`config.mk`:
```
export PLATFORM = sky130hd
export DESIGN_NAME = cfg_page_loader
export DESIGN_NICKNAME = d
export VERILOG_FILES = /design/src/rtl/clp_pkg.sv /design/src/rtl/clp_pair_dec.sv /design/src/rtl/clp_row_dec.sv /design/src/rtl/clp_line_latch.sv /design/src/rtl/clp_seq.sv /design/src/rtl/cfg_page_loader.sv
export SDC_FILE = /design/constraint.sdc
export NUM_CORES = 1
export LEC_CHECK = 0
export ABC_CLOCK_PERIOD_IN_PS = 2200
export BUFFER_PORTS_ARGS = -buffer_cell sky130_fd_sc_hd__buf_2
export CORE_ASPECT_RATIO = 0.5
export CORE_MARGIN = 4
export CORE_UTILIZATION = 50
export CTS_BUF_LIST = sky130_fd_sc_hd__clkbuf_16
export DETAILED_ROUTE_END_ITERATION = 8
export GPL_ROUTABILITY_DRIVEN = 0
export PLACE_DENSITY = 0.86
export SYNTH_ARGS = -nofsm -noshare
export SYNTH_HDL_FRONTEND = slang
export SYNTH_SLANG_ARGS = --single-unit
```
`constraint.sdc`:
```
create_clock -name clk -period 2.2 [get_ports clk]
set_clock_uncertainty 0.05 [all_clocks]
set_input_delay 0.11 -clock clk [delete_from_list [all_inputs] [get_ports clk]]
set_output_delay 0.11 -clock clk [all_outputs]
set_load 0.05 [all_outputs]
```
`src/rtl/clp_pkg.sv`:
```
package clp_pkg;

    localparam int DEF_ROW_PIX   = 64;
    localparam int DEF_ROWS      = 64;
    localparam int DEF_CFG_LINES = 13;
    localparam int DEF_CFG_SLOTS = 4;

    // loader phases
    typedef enum logic [1:0] {
        LD_IDLE  = 2'd0,
        LD_FETCH = 2'd1,
        LD_WRITE = 2'd2,
        LD_DONE  = 2'd3
    } ld_state_e;

    // kinds of pixel pair
    typedef enum logic [1:0] {
        PR_ONE  = 2'd0,  // dark then lit
        PR_ZERO = 2'd1,  // lit then dark
        PR_SAT  = 2'd2,  // both lit
        PR_DARK = 2'd3   // both dark
    } pair_e;

    typedef struct packed {
        logic  bit_v;
        logic  bad;
    } pair_res_t;

    function automatic pair_e pair_class(input logic first, input logic second);
        pair_e k;
        case ({first, second})
            2'b01:   k = PR_ONE;
            2'b10:   k = PR_ZERO;
            2'b11:   k = PR_SAT;
            default: k = PR_DARK;
        endcase
        return k;
    endfunction

    function automatic pair_res_t pair_decode(input pair_e k, input logic noise);
        pair_res_t r;
        case (k)
            PR_ONE:  begin r.bit_v = 1'b1;  r.bad = 1'b0; end
            PR_ZERO: begin r.bit_v = 1'b0;  r.bad = 1'b0; end
            PR_SAT:  begin r.bit_v = 1'b0;  r.bad = 1'b1; end
            default: begin r.bit_v = noise; r.bad = 1'b1; end
        endcase
        return r;
    endfunction

endpackage

```
`src/rtl/clp_pair_dec.sv`:
```
module clp_pair_dec
    import clp_pkg::*;
(
    input  logic first_i,
    input  logic second_i,
    input  logic noise_i,
    output logic bit_o,
    output logic bad_o
);
    pair_e     kind;
    pair_res_t res;

    always_comb begin
        kind  = pair_class(first_i, second_i);
        res   = pair_decode(kind, noise_i);
        bit_o = res.bit_v;
        bad_o = res.bad;
    end
endmodule

```
`src/rtl/clp_row_dec.sv`:
```
module clp_row_dec #(
    parameter int ROW_PIX = 64,
    localparam int PAIRS  = ROW_PIX / 2
) (
    input  logic [ROW_PIX-1:0] pix_i,
    input  logic [PAIRS-1:0]   noise_i,
    output logic [PAIRS-1:0]   line_o,
    output logic               bad_o
);
    logic [PAIRS-1:0] bad_vec;

    for (genvar j = 0; j < PAIRS; j++) begin : g_pair
        clp_pair_dec u_pair (
            .first_i  (pix_i[2*j]),
            .second_i (pix_i[2*j+1]),
            .noise_i  (noise_i[j]),
            .bit_o    (line_o[j]),
            .bad_o    (bad_vec[j])
        );
    end

    assign bad_o = |bad_vec;
endmodule

```
`src/rtl/clp_line_latch.sv`:
```
module clp_line_latch #(
    parameter int W = 32
) (
    input  logic         clk,
    input  logic         rst,
    input  logic         cap_i,
    input  logic [W-1:0] line_i,
    input  logic         bad_i,
    output logic [W-1:0] line_o,
    output logic         bad_o
);
    always_ff @(posedge clk) begin
        if (rst) begin
            line_o <= '0;
            bad_o  <= 1'b0;
        end else if (cap_i) begin
            line_o <= line_i;
            bad_o  <= bad_i;
        end
    end
endmodule

```
`src/rtl/clp_seq.sv`:
```
module clp_seq
    import clp_pkg::*;
#(
    parameter int ROWS      = 64,
    parameter int CFG_LINES = 13,
    parameter int CFG_SLOTS = 4,
    localparam int ROW_AW   = $clog2(ROWS),
    localparam int SLOT_W   = $clog2(CFG_SLOTS),
    localparam int TGT_W    = $clog2(CFG_LINES)
) (
    input  logic              clk,
    input  logic              rst,
    input  logic              start_i,
    input  logic [SLOT_W-1:0] slot_i,
    input  logic              row_ack_i,
    output logic              row_req_o,
    output logic [ROW_AW-1:0] row_addr_o,
    output logic              cap_o,
    output logic              wr_o,
    output logic [TGT_W-1:0]  tgt_o,
    output logic              done_o,
    output logic              busy_o
);
    localparam logic [TGT_W-1:0] LAST_LINE = TGT_W'(CFG_LINES - 1);

    ld_state_e         state_q;
    logic [TGT_W-1:0]  line_q;
    logic [ROW_AW-1:0] base_q;

    always_ff @(posedge clk) begin
        if (rst) begin
            state_q <= LD_IDLE;
            line_q  <= '0;
            base_q  <= '0;
        end else begin
            case (state_q)
                LD_IDLE: begin
                    if (start_i) begin
                        base_q  <= ROW_AW'(slot_i) * ROW_AW'(CFG_LINES);
                        line_q  <= '0;
                        state_q <= LD_FETCH;
                    end
                end
                LD_FETCH: begin
                    if (row_ack_i) state_q <= LD_WRITE;
                end
                LD_WRITE: begin
                    if (line_q == LAST_LINE) begin
                        state_q <= LD_DONE;
                    end else begin
                        line_q  <= line_q + 1'b1;
                        state_q <= LD_FETCH;
                    end
                end
                default: state_q <= LD_IDLE;
            endcase
        end
    end

    always_comb begin
        row_req_o  = (state_q == LD_FETCH);
        row_addr_o = base_q + ROW_AW'(line_q);
        cap_o      = row_req_o & row_ack_i;
        wr_o       = (state_q == LD_WRITE);
        tgt_o      = line_q;
        done_o     = (state_q == LD_DONE);
        busy_o     = (state_q != LD_IDLE);
    end
endmodule

```
`src/rtl/cfg_page_loader.sv`:
```
module cfg_page_loader
    import clp_pkg::*;
#(
    parameter int ROW_PIX   = DEF_ROW_PIX,
    parameter int ROWS      = DEF_ROWS,
    parameter int CFG_LINES = DEF_CFG_LINES,
    parameter int CFG_SLOTS = DEF_CFG_SLOTS,
    localparam int PAIRS    = ROW_PIX / 2,
    localparam int ROW_AW   = $clog2(ROWS),
    localparam int SLOT_W   = $clog2(CFG_SLOTS),
    localparam int TGT_W    = $clog2(CFG_LINES)
) (
    input  logic              clk,
    input  logic              rst,
    input  logic              start_i,
    input  logic [SLOT_W-1:0] slot_i,
    output logic              row_req_o,
    output logic [ROW_AW-1:0] row_addr_o,
    input  logic              row_ack_i,
    input  logic [ROW_PIX-1:0] pix_i,
    input  logic [PAIRS-1:0]  flick_i,
    output logic              wr_o,
    output logic [TGT_W-1:0]  wr_tgt_o,
    output logic [PAIRS-1:0]  wr_data_o,
    output logic              wr_bad_o,
    output logic              busy_o,
    output logic              done_o
);
    logic             cap;
    logic [PAIRS-1:0] dec_line;
    logic             dec_bad;

    clp_seq #(
        .ROWS      (ROWS),
        .CFG_LINES (CFG_LINES),
        .CFG_SLOTS (CFG_SLOTS)
    ) u_seq (
        .clk        (clk),
        .rst        (rst),
        .start_i    (start_i),
        .slot_i     (slot_i),
        .row_ack_i  (row_ack_i),
        .row_req_o  (row_req_o),
        .row_addr_o (row_addr_o),
        .cap_o      (cap),
        .wr_o       (wr_o),
        .tgt_o      (wr_tgt_o),
        .done_o     (done_o),
        .busy_o     (busy_o)
    );

    clp_row_dec #(
        .ROW_PIX (ROW_PIX)
    ) u_dec (
        .pix_i   (pix_i),
        .noise_i (flick_i),
        .line_o  (dec_line),
        .bad_o   (dec_bad)
    );

    clp_line_latch #(
        .W (PAIRS)
    ) u_latch (
        .clk    (clk),
        .rst    (rst),
        .cap_i  (cap),
        .line_i (dec_line),
        .bad_i  (dec_bad),
        .line_o (wr_data_o),
        .bad_o  (wr_bad_o)
    );
endmodule

```
==> results of run 1 <==
==> power by group through the flow <==
stage | Sequential (W) | Combinational, W | Clock (W)
finish | 0.000874 | 0.000697 | 0.000690
global route | 0.000881 | 0.000766 | 0.000744
CTS | 0.000875 | 0.000705 | 0.000714
detailed placement | 0.000891 | 0.000700 | 0
global placement | 0.000889 | 0.000682 | 0
floorplan | 0.00102 | 0.000360 | 0
==> worst min path at each step <==
stage                            to  slack, ns
finish              u_seq.base_q[1]       0.07
CTS                 u_seq.base_q[1]       0.06
floorplan           u_seq.base_q[1]       0.20
detailed placement  u_seq.base_q[1]       0.35
global route        u_seq.base_q[1]       0.07
global placement    u_seq.base_q[1]       0.34
==> per-stage QoR <==
step / power [W] / utilization [%] / TNS, ns / instances
final: 0.002262 / 65.84 / 0 / 596
after detailed placement: 0.001591 / 63.74 / 0 / 588
after global placement: 0.001570 / 63.74 / 0 / 588
after floorplan: 0.001382 / - / -0.1161 / 360
after global routing: 0.002391 / 65.84 / 0 / 596
after CTS: 0.002293 / 65.82 / 0 / 596
==> registers in the layout, indices dropped and copies added, names as in the netlist <==
name	count
u_seq.state_q	2
u_latch.bad_o	1
u_seq.base_q	5
u_seq.tgt_o	4
u_latch.line_o	32
==> what timing repair did <==
action,in CTS,in global routing
endpoints found under the hold margin,0,0
gates resized for setup,1,1
buffers inserted,0,0
setup endpoints to repair,1,1
==> layer usage <==
metal / routed length, um / GRT usage [%] / up-vias
li1: - / - / 1478
met5: 0 / 0 / -
met3: 394 / 5.124 / 8
met4: 92 / 3.784 / 0
met1: 3125 / 20.72 / 1317
met2: 4018 / 33.96 / 61
==> worst max-delay path, delay by kind of cell, from the launching register on <==
family / cells / cell delay, ns
compound gates: 2 / 0.19
buf+inv: 3 / 0.34
xor+xnor: 1 / 0.13
fa+ha+maj: 2 / 0.60
flops: 1 / 0.38
==> cell type report <==
type	count	area [um^2]	share of cell area, %
sequential	44	882.1	20.07
inverter	71	266.5	6.065
tap	92	115.1	2.620
timing repair buffer	151	803.3	18.28
multi-input combinational	230	2191	49.86
clock buffer	5	125.1	2.847
clock inverter	3	11.26	0.2563
==> placed cells by master, fill, tap and decap left out, drive strengths merged <==
cell and count:
buf 151, inv 73, ha 72, dfxtp 44
nor2 41, mux2i 35, a211oi 34, a21oi 8
nand4 8, clkbuf 5, xnor2 4, nand3 3
a21o 2, a41oi 2, nand2b 2, nand2 2
nor4 2, nor2b 2, and2 2, a311oi 2
and2b 1, o21ai 1, xor2 1, or2 1
nor3b 1, o21bai 1, a41o 1, nor3 1
fa 1, clkinv 1
==> kinds of logic (layout without fill, tap and decap cells) <==
group | count (synthesis) | in the layout | synth area share (%)
buffers and inverters | 86 | 230 | 11.39
xor gates and xnor gates | 5 | 5 | 1.273
adders and majority gates | 73 | 73 | 26.77
muxes | 35 | 35 | 10.19
AOI/OAI and AO/OA | 51 | 51 | 15.53
DFF | 44 | 44 | 25.61
and+or+nand+nor | 66 | 66 | 9.240
==> flow_summary_export.csv, run 1 <==
group,metric,value,unit
placed_design,hpwl,6.318,mm
drt,drt_wl_total,7.630,mm
power,p_leak,2.395,nW
clock_network,numCtsBuffers,5,
timing,drv_slew,0,
timing,period_needed,2.077,ns
floorplan,die-area,8351,um^2
timing,hold_violations,0,
timing,worst_pin_slew,0.5217,ns
clock_network,cts_tree,"built",
grt,antenna_found_initial,0,
finish,n_antenna_cell,0,
placed_design,dp_slack,0.2934,ns
yosys,ys_seq_elements,44,
finish,fillers,560,
setup_path,crit_arrival,1.92,ns
clock_network,clock_sinks,44,
setup_path,crit_start,"u_seq.tgt_o[0]",
clock_network,worst_skew_pair.late_latency,0.28,ns
setup_path,r2r_end,"u_latch.bad_o",
timing,fmax,481.4,MHz
yosys,synth_area_leaders,"ha_1 26%, dfxtp_1 26%, a211oi_2 12%, mux2i_1 10%, inv_1 7.7%",
yosys,yosysTopAreaCellShare,26.19,%
power,power.share.switching,33.27,%
drt,wl_per_cell,12.80,um
drt,dr.pass1.iters,4,
setup_path,cp-end-kind,"primary output",
yosys,yosysSeqAreaShare,25.61,%
power,p_sw,0.0007525,W
setup_path,critical-path-max-stage-delay,0.42,ns
timing,period_share,94.43,%
drt,ant_nets,0,
drt,num_vias,2864,
finish,drive_gt1_share,39.29,%
power,power_frac_comb,30.8,%
floorplan,dieWidth,125.3,um
clock_network,cts_buffer_depth,2,
floorplan,initial_core_util,51.54,%
clock_network,cts_root_buf,"clkbuf_16",
yosys,synth_common_cells,"72 x ha_1, 71 x inv_1, 44 x dfxtp_1",
setup_path,r2r_cells,5,
grt,grt_pass1_wl,12.32,mm
power,p_seq_share,38.7,%
min_path,whs_path_depth,3,
timing,relSlewSlack,65.07,%
timing,rsz0062_at_grt,"no",
grt,overflow,0,
yosys,yosys.area.top_type,"ha_1",
setup_path,crit_type,"register to primary output",
power,ir_drop,0.0004405,V
finish,stdcell_area,4394,um^2
setup_path,crit_chain,"ha_1 -> inv_1 -> fa_1 -> inv_1 -> a21o_1 -> a21oi_1 -> xnor2_2 -> buf_4",
grt,grt_start_max_net_pins,45,
yosys,synth_area,3440,um^2
timing,holdWs,0.06849,ns
yosys,ys_types,37,
yosys,synthCells,360,
floorplan,row_count,21,
setup_path,endpoint,"row_addr_o[4]",
grt,grt_pass1_vias,2775,
min_path,hp-class,"input port to register",
timing,setup-violations-final,0,
drt,routed_via_density,4.805,
finish,final_nets,678,
clock_network,htree_levels,2,
setup_path,timing.rr.start,"u_seq.state_q[0]",
setup_path,r2r_setup_slack,0.57,ns
yosys,yosysMostFrequentCell,"ha_1",
grt,grt_use_total,18.03,%
floorplan,coreArea,6674,um^2
setup_path,startpoint_type,"register",
floorplan,ios,149,
setup_path,crit_top_cell,"inv_1",
drt,drt_iter0_drc,82,
floorplan,fp.dieH,66.65,um
clock_network,clkTransAtPathRegs,0.06,ns
yosys,yosysWarnings,0,
placed_design,dpl-instance-area,4254,um^2
setup_path,worst_ep_required_time,2.04,ns
drt,drc_errors,0,
power,p_int,0.001509,W
power,pwr-share-clk,30.5,%
setup_path,crit_slowest_cell,"fa_1",
yosys,synth_edf_count,0,
yosys,ys.flop_type,"dfxtp_1",
yosys,async_flop_share,0,%
run_status,outcome,"finished clean",
yosys,syn_avg_cell_area,9.554,um^2
min_path,hp-start,"slot_i[1]",
setup_path,critical_path_peak_fanout,6,
clock_network,hold_buffers,0,
yosys,synth_nets,535,
job,cap_violations,0,
timing,timing.final.ws_setup,0.1226,ns
placed_design,port_buffers,148,
power,p_per_area,514.7,nW/um^2
finish,area_delta_synth_final,27.76,%
(Power assumes the default switching activity.)
==> run 2: changes to the inputs <==
--- a/config.mk
+++ b/config.mk
@@ -5,15 +5,15 @@
 export SDC_FILE = /design/constraint.sdc
 export NUM_CORES = 1
 export LEC_CHECK = 0
-export ABC_CLOCK_PERIOD_IN_PS = 2200
+export ABC_CLOCK_PERIOD_IN_PS = 2500
 export BUFFER_PORTS_ARGS = -buffer_cell sky130_fd_sc_hd__buf_2
 export CORE_ASPECT_RATIO = 0.5
 export CORE_MARGIN = 4
-export CORE_UTILIZATION = 50
+export CORE_UTILIZATION = 45
 export CTS_BUF_LIST = sky130_fd_sc_hd__clkbuf_16
 export DETAILED_ROUTE_END_ITERATION = 8
 export GPL_ROUTABILITY_DRIVEN = 0
-export PLACE_DENSITY = 0.86
+export PLACE_DENSITY = 0.78
 export SYNTH_ARGS = -nofsm -noshare
 export SYNTH_HDL_FRONTEND = slang
 export SYNTH_SLANG_ARGS = --single-unit
==> constraint.sdc (replaced) <==
create_clock -name clk -period 2.5 [get_ports clk]
set_clock_uncertainty 0.05 [all_clocks]
set_input_delay 0.125 -clock clk [delete_from_list [all_inputs] [get_ports clk]]
set_output_delay 0.125 -clock clk [all_outputs]
set_load 0.05 [all_outputs]
==> run 2 against run 1 <==
Routed wire length barely moved. Design area fell by 0.97%. Critical endpoint unchanged. Core utilization fell by 6.9 points. Critical path depth did not move. Highest routed layer unchanged. Register-to-register slack improved by 0.24 ns. Global-route usage fell by 1.7 points. Die area rose by 10%.
==> flow_summary_export.csv, run 2 (synthesized netlist as in run 1, its figures left out) <==
group,metric,value,unit
timing,holdWs,0.06254,ns
setup_path,worst_ep_required_time,2.33,ns
timing,rsz0062_at_grt,"no",
setup_path,path_buf_inv,3,
timing,relSlewSlack,63.74,%
timing,fmax,460.3,MHz
timing,setup_tns,0,ns
grt,grt_use_total,16.30,%
finish,final_common_cell,"buf_2",
finish,stdcell_area,4352,um^2
finish,drive_gt1_share,38.77,%
drt,routed_via_density,4.761,
drt,dr.pass1.iters,4,
clock_network,post_cts_buffers,0,
drt,ant_nets,0,
clock_network,cts_resized,0,
setup_path,crit_chain,"ha_1 -> inv_1 -> fa_1 -> inv_1 -> a21o_1 -> a21oi_1 -> xnor2_2 -> buf_2",
finish,area_delta_synth_final,26.52,%
timing,period_share,86.90,%
drt,drt_wl_total,7.635,mm
setup_path,critical-path-max-stage-delay,0.42,ns
floorplan,fp.dieH,69.82,um
min_path,hp-start,"slot_i[1]",
drt,num_vias,2852,
placed_design,hpwl,6.369,mm
grt,overflow,0,
placed_design,dpl-instance-area,4219,um^2
floorplan,die-area,9191,um^2
floorplan,row_count,22,
setup_path,r2r_setup_slack,0.81,ns
grt,grt_start_max_net_pins,59,
grt,grt_pass1_vias,2877,
setup_path,crit_type,"register to primary output",
setup_path,crit_slowest_cell,"dfxtp_1",
floorplan,initial_core_util,46.62,%
run_status,outcome,"finished clean",
timing,worst_pin_slew,0.5416,ns
finish,largest-register,"u_latch.line_o",
finish,final_cells,599,
power,ir_drop,0.0002912,V
clock_network,cts_root_buf,"clkbuf_16",
setup_path,r2r_cells,5,
clock_network,worst_skew_pair.late_latency,0.28,ns
drt,drt_iter0_drc,56,
drt,wl_per_cell,12.75,um
setup_path,cp-end-kind,"primary output",
setup_path,critical_path_peak_fanout,6,
min_path,whs_path_depth,3,
job,cap_violations,0,
grt,antenna_found_initial,0,
placed_design,place_inst,592,
clock_network,cts_buffer_depth,2,
timing,hold_violations,0,
clock_network,cts_tree,"built",
setup_path,timing.rr.start,"u_seq.state_q[0]",
power,p_leak,2.370,nW
grt,grt_pass1_wl,12.49,mm
clock_network,clkTransAtPathRegs,0.06,ns
finish,utilization,58.99,%
finish,final_nets,678,
drt,drc_errors,0,
timing,setup-violations-final,0,
timing,period_needed,2.173,ns
finish,fillers,682,
timing,drv_slew,0,
setup_path,r2r_end,"u_latch.bad_o",
power,p_per_area,455.0,nW/um^2
floorplan,coreArea,7377,um^2
clock_network,numCtsBuffers,5,
floorplan,dieWidth,131.6,um
finish,largest_reg_flops,32,
floorplan,ios,149,
clock_network,clock_sinks,44,
finish,mostFrequentLayoutCells,"148 x buf_2, 72 x ha_1, 71 x inv_1",
setup_path,startpoint_type,"register",
setup_path,crit_arrival,2.00,ns
min_path,hp-class,"input port to register",
finish,n_antenna_cell,0,
setup_path,cp_top_family,"adder cells",
clock_network,hold_buffers,0,
setup_path,crit_top_cell,"inv_1",
min_path,min_to,"u_seq.base_q[1]",
clock_network,htree_levels,2,
placed_design,port_buffers,148,
## run 2: power by group
part	internal (W)	total (W)	switching, W	leakage [nW]
Sequential	0.000743	0.000769	0.0000258	0.359
Clock	0.000357	0.000609	0.000251	0.0648
Combinational	0.000220	0.000602	0.000383	1.95
Total	0.00132	0.00198	0.000660	2.37
## run 2: worst max-delay path by stage
stage	start	slack (ns)	depth (start not counted)	end
finish	u_seq.tgt_o[0]	0.33	8	row_addr_o[4]
global route	u_seq.tgt_o[0]	0.20	8	row_addr_o[4]
CTS	u_seq.tgt_o[0]	0.31	8	row_addr_o[4]
detailed placement	u_seq.tgt_o[0]	0.62	8	row_addr_o[4]
global placement	u_seq.tgt_o[0]	0.67	8	row_addr_o[4]
floorplan	u_seq.tgt_o[1]	0.09	5	row_addr_o[5]
## run 2: metal layers
layer,up-vias,wire length [um],global-route usage (%)
met2,52,4065,33.03
met5,-,0,0
met3,6,327,4.565
met4,0,64,2.561
li1,1476,-,-
met1,1318,3177,17.01
## run 2: stage by stage
step,setup WS [ns],power (W)
finish,0.3274,0.001980
global route,0.1980,0.002094
CTS,0.3101,0.002014
detailed placement,0.6250,0.001392
global placement,0.6689,0.001378
floorplan,0.08571,0.001215
## run 2: cell type report
cell class / instances / area (um^2) / area share, %
inverters: 71 / 266.5 / 6.124
clock buffers: 5 / 125.1 / 2.875
flip-flops and latches: 44 / 880.8 / 20.24
multi-input cells: 230 / 2176 / 50.00
clock inverters: 2 / 7.507 / 0.1725
well taps: 96 / 120.1 / 2.760
repair buffers: 151 / 775.7 / 17.83
## run 2: tightest hold or removal path: cells and delay by family
kind	cells	cell delay [ns]
buffers and inverters	1	0.10
AOI/OAI and AO/OA	1	0.06
and+or+nand+nor	1	0.07
==> run 3: changes to the inputs <==
--- a/config.mk
+++ b/config.mk
@@ -5,6 +5,7 @@
 export SDC_FILE = /design/constraint.sdc
 export NUM_CORES = 1
 export LEC_CHECK = 0
+export ABC_AREA = 1
 export ABC_CLOCK_PERIOD_IN_PS = 2500
 export BUFFER_PORTS_ARGS = -buffer_cell sky130_fd_sc_hd__buf_2
 export CORE_ASPECT_RATIO = 0.5
==> run 3 against run 2 <==
Non-clock buffer count down 2. Final cell count increased by 23%. Critical path depth shrank 2. Core utilization is 0.46 points higher. Design area grew 1.5%. Flip-flop and latch count stayed put. Sequential power fell by 2%. Combinational power shrank 5.3%. Worst setup slack lost 0.11 ns. Sequential share of layout area is 0.30 points lower. Area after synthesis grew 1.6%. Hold slack improved by 0.029 ns. Critical endpoint unchanged. Largest cell class unchanged.
==> flow_summary_export.csv, run 3 <==
group,metric,value,unit
clock_network,clock_sinks,44,
yosys,synth_area_leaders,"ha_1 26%, dfxtp_1 25%, inv_1 12%, nand2_1 9.9%, a21oi_1 6.2%",
finish,n_antenna_cell,0,
setup_path,crit_type,"register to primary output",
yosys,yosysWarnings,0,
min_path,hp-start,"slot_i[0]",
placed_design,hpwl,6.879,mm
drt,drc_errors,0,
min_path,min_to,"u_seq.base_q[2]",
timing,fmax,438.0,MHz
yosys,yosys.area.top_type,"ha_1",
floorplan,ios,149,
yosys,synth_area,3496,um^2
finish,regArea,880.8,um^2
clock_network,cts_root_buf,"clkbuf_16",
placed_design,dp_slack,0.5092,ns
yosys,synthCells,500,
yosys,async_flop_share,0,%
floorplan,coreArea,7432,um^2
timing,setup_tns,0,ns
finish,area_delta_synth_final,26.38,%
timing,period_share,91.32,%
setup_path,crit_slowest_cell,"dfxtp_1",
floorplan,fp.dieH,70.33,um
yosys,yosysSeqAreaShare,25.20,%
placed_design,port_buffers,148,
drt,wl_per_cell,11.14,um
clock_network,clkTransAtPathRegs,0.06,ns
drt,drt_iter0_drc,112,
floorplan,row_count,22,
timing,drv_slew,0,
setup_path,worst_ep_required_time,2.33,ns
finish,stdcell_area,4418,um^2
drt,num_vias,3412,
clock_network,cts_resized,0,
setup_path,critical_path_peak_fanout,6,
floorplan,dieWidth,132.6,um
yosys,syn_avg_cell_area,6.992,um^2
yosys,synth_common_cells,"115 x inv_1, 92 x nand2_1, 72 x ha_1",
grt,grt_start_max_net_pins,36,
floorplan,initial_core_util,47.04,%
timing,relSlewSlack,54.53,%
setup_path,crit_chain,"ha_1 -> inv_1 -> fa_1 -> o21ai_0 -> xor2_2 -> buf_2",
yosys,ys.flop_type,"dfxtp_1",
grt,antenna_found_initial,0,
drt,ant_nets,0,
yosys,yosysTopAreaCellShare,25.77,%
placed_design,dpl-instance-area,4282,um^2
setup_path,startpoint_type,"register",
timing,holdWs,0.09179,ns
grt,overflow,0,
clock_network,hold_buffers,0,
timing,setup-violations-final,0,
finish,largest-register,"u_latch.line_o",
clock_network,cts_tree,"built",
grt,grt_pass1_wl,13.73,mm
setup_path,crit_arrival,2.11,ns
min_path,whs_path_depth,3,
power,p_total,0.001929,W
finish,largest_reg_flops,32,
clock_network,post_cts_buffers,0,
yosys,synth_nets,675,
drt,routed_via_density,4.617,
setup_path,timing.rr.start,"u_seq.state_q[1]",
clock_network,cts_buffer_depth,2,
min_path,hp-class,"input port to register",
clock_network,worst_skew_pair.late_latency,0.28,ns
grt,grt_pass1_vias,3105,
yosys,ys_types,25,
finish,final_nets,817,
timing,rsz0062_at_grt,"no",
grt,grt_use_total,17.50,%
setup_path,r2r_cells,8,
setup_path,r2r_end,"u_latch.bad_o",
drt,drt_wl_total,8.231,mm
run_status,outcome,"finished clean",
power,p_per_area,436.7,nW/um^2
yosys,ys_seq_elements,44,
finish,final_common_cell,"buf_2",
setup_path,r2r_setup_slack,0.98,ns
yosys,synth_edf_count,0,
clock_network,numCtsBuffers,5,
timing,hold_violations,0,
floorplan,die-area,9328,um^2
clock_network,htree_levels,2,
setup_path,cp-end-kind,"primary output",
power,ir_drop,0.0002621,V
setup_path,critical-path-max-stage-delay,0.43,ns
finish,mostFrequentLayoutCells,"148 x buf_2, 117 x inv_1, 92 x nand2_1",
job,cap_violations,0,
finish,multiInputGateArea,2079,um^2
drt,dr.pass1.iters,4,
finish,drive_gt1_share,25.66,%
timing,worst_pin_slew,0.6820,ns
timing,period_needed,2.283,ns
yosys,yosysMostFrequentCell,"inv_1",
finish,fillers,747,
timing,timing.final.ws_setup,0.2171,ns
power,p_leak,2.515,nW
==> run 3: cell count changes after synthesis, moves of 3 or more <==
cell      delta
nand3_1     +34
buf_4        +3
nand2_1     +90
xnor2_1      -3
inv_1       +44
a21oi_1     +35
inv_2        +4
o21ai_0     +42
buf_6        -4
nand4_1      -4
nor2_1      -22
mux2i_1     -35
a211oi_2    -32
==> run 3: worst max path at each step <==
stage,from,to,slack (ns),cells after the start
after floorplan,u_seq.tgt_o[0],row_addr_o[2],0.08,4
after global placement,u_seq.tgt_o[0],row_addr_o[4],0.59,6
after detailed placement,u_seq.tgt_o[0],row_addr_o[4],0.51,6
after CTS,u_seq.tgt_o[0],row_addr_o[4],0.20,6
after global routing,u_seq.tgt_o[0],row_addr_o[4],0.04,6
final,u_seq.tgt_o[0],row_addr_o[4],0.22,6
==> run 3: kinds of logic after synthesis <==
family          Yosys count  synth area share, %
fa+ha+maj                73                26.34
simple gates            157                19.29
xor+xnor                  3               0.7517
flops                    44                25.20
compound gates           89                12.88
buf+inv                 134                15.53
==> run 3: worst max-delay path, delay by kind of cell, from the launching register on <==
kind	cells	cell delay, ns
AOI/OAI and AO/OA	1	0.29
xor gates and xnor gates	1	0.14
adders and majority gates	2	0.63
buffers and inverters	2	0.34
DFF	1	0.43
==> run 3: where the power goes <==
group | total, W | internal (W) | switching [W] | leakage [nW]
registers | 0.000755 | 0.000732 | 0.0000233 | 0.358
logic | 0.000570 | 0.000191 | 0.000380 | 2.08
clock network | 0.000604 | 0.000359 | 0.000245 | 0.0738
==> run 3: per-layer routing <==
metal  GRT usage [%]  part of all wire, %  vias to the layer above
li1                -                    -                     1833
met5               0                    0                        -
met1           21.21                   44                     1496
met4           4.032                  1.4                        0
met3           4.604                  5.6                       10
met2           31.17                   49                       73
==> run 3: cell type report <==
type | instances | share of cell area, %
clock buffers | 5 | 2.832
clock inverters | 3 | 0.2549
inverters | 120 | 10.25
multi-input cells | 322 | 47.07
flip-flops and latches | 44 | 19.94
well taps | 96 | 2.719
repair buffers | 149 | 16.94
==> run 3: through the flow <==
stage	util (%)	std cells
CTS	59.44	739
global placement	57.61	731
global route	59.44	739
finish	59.44	739
detailed placement	57.61	731
floorplan	-	500
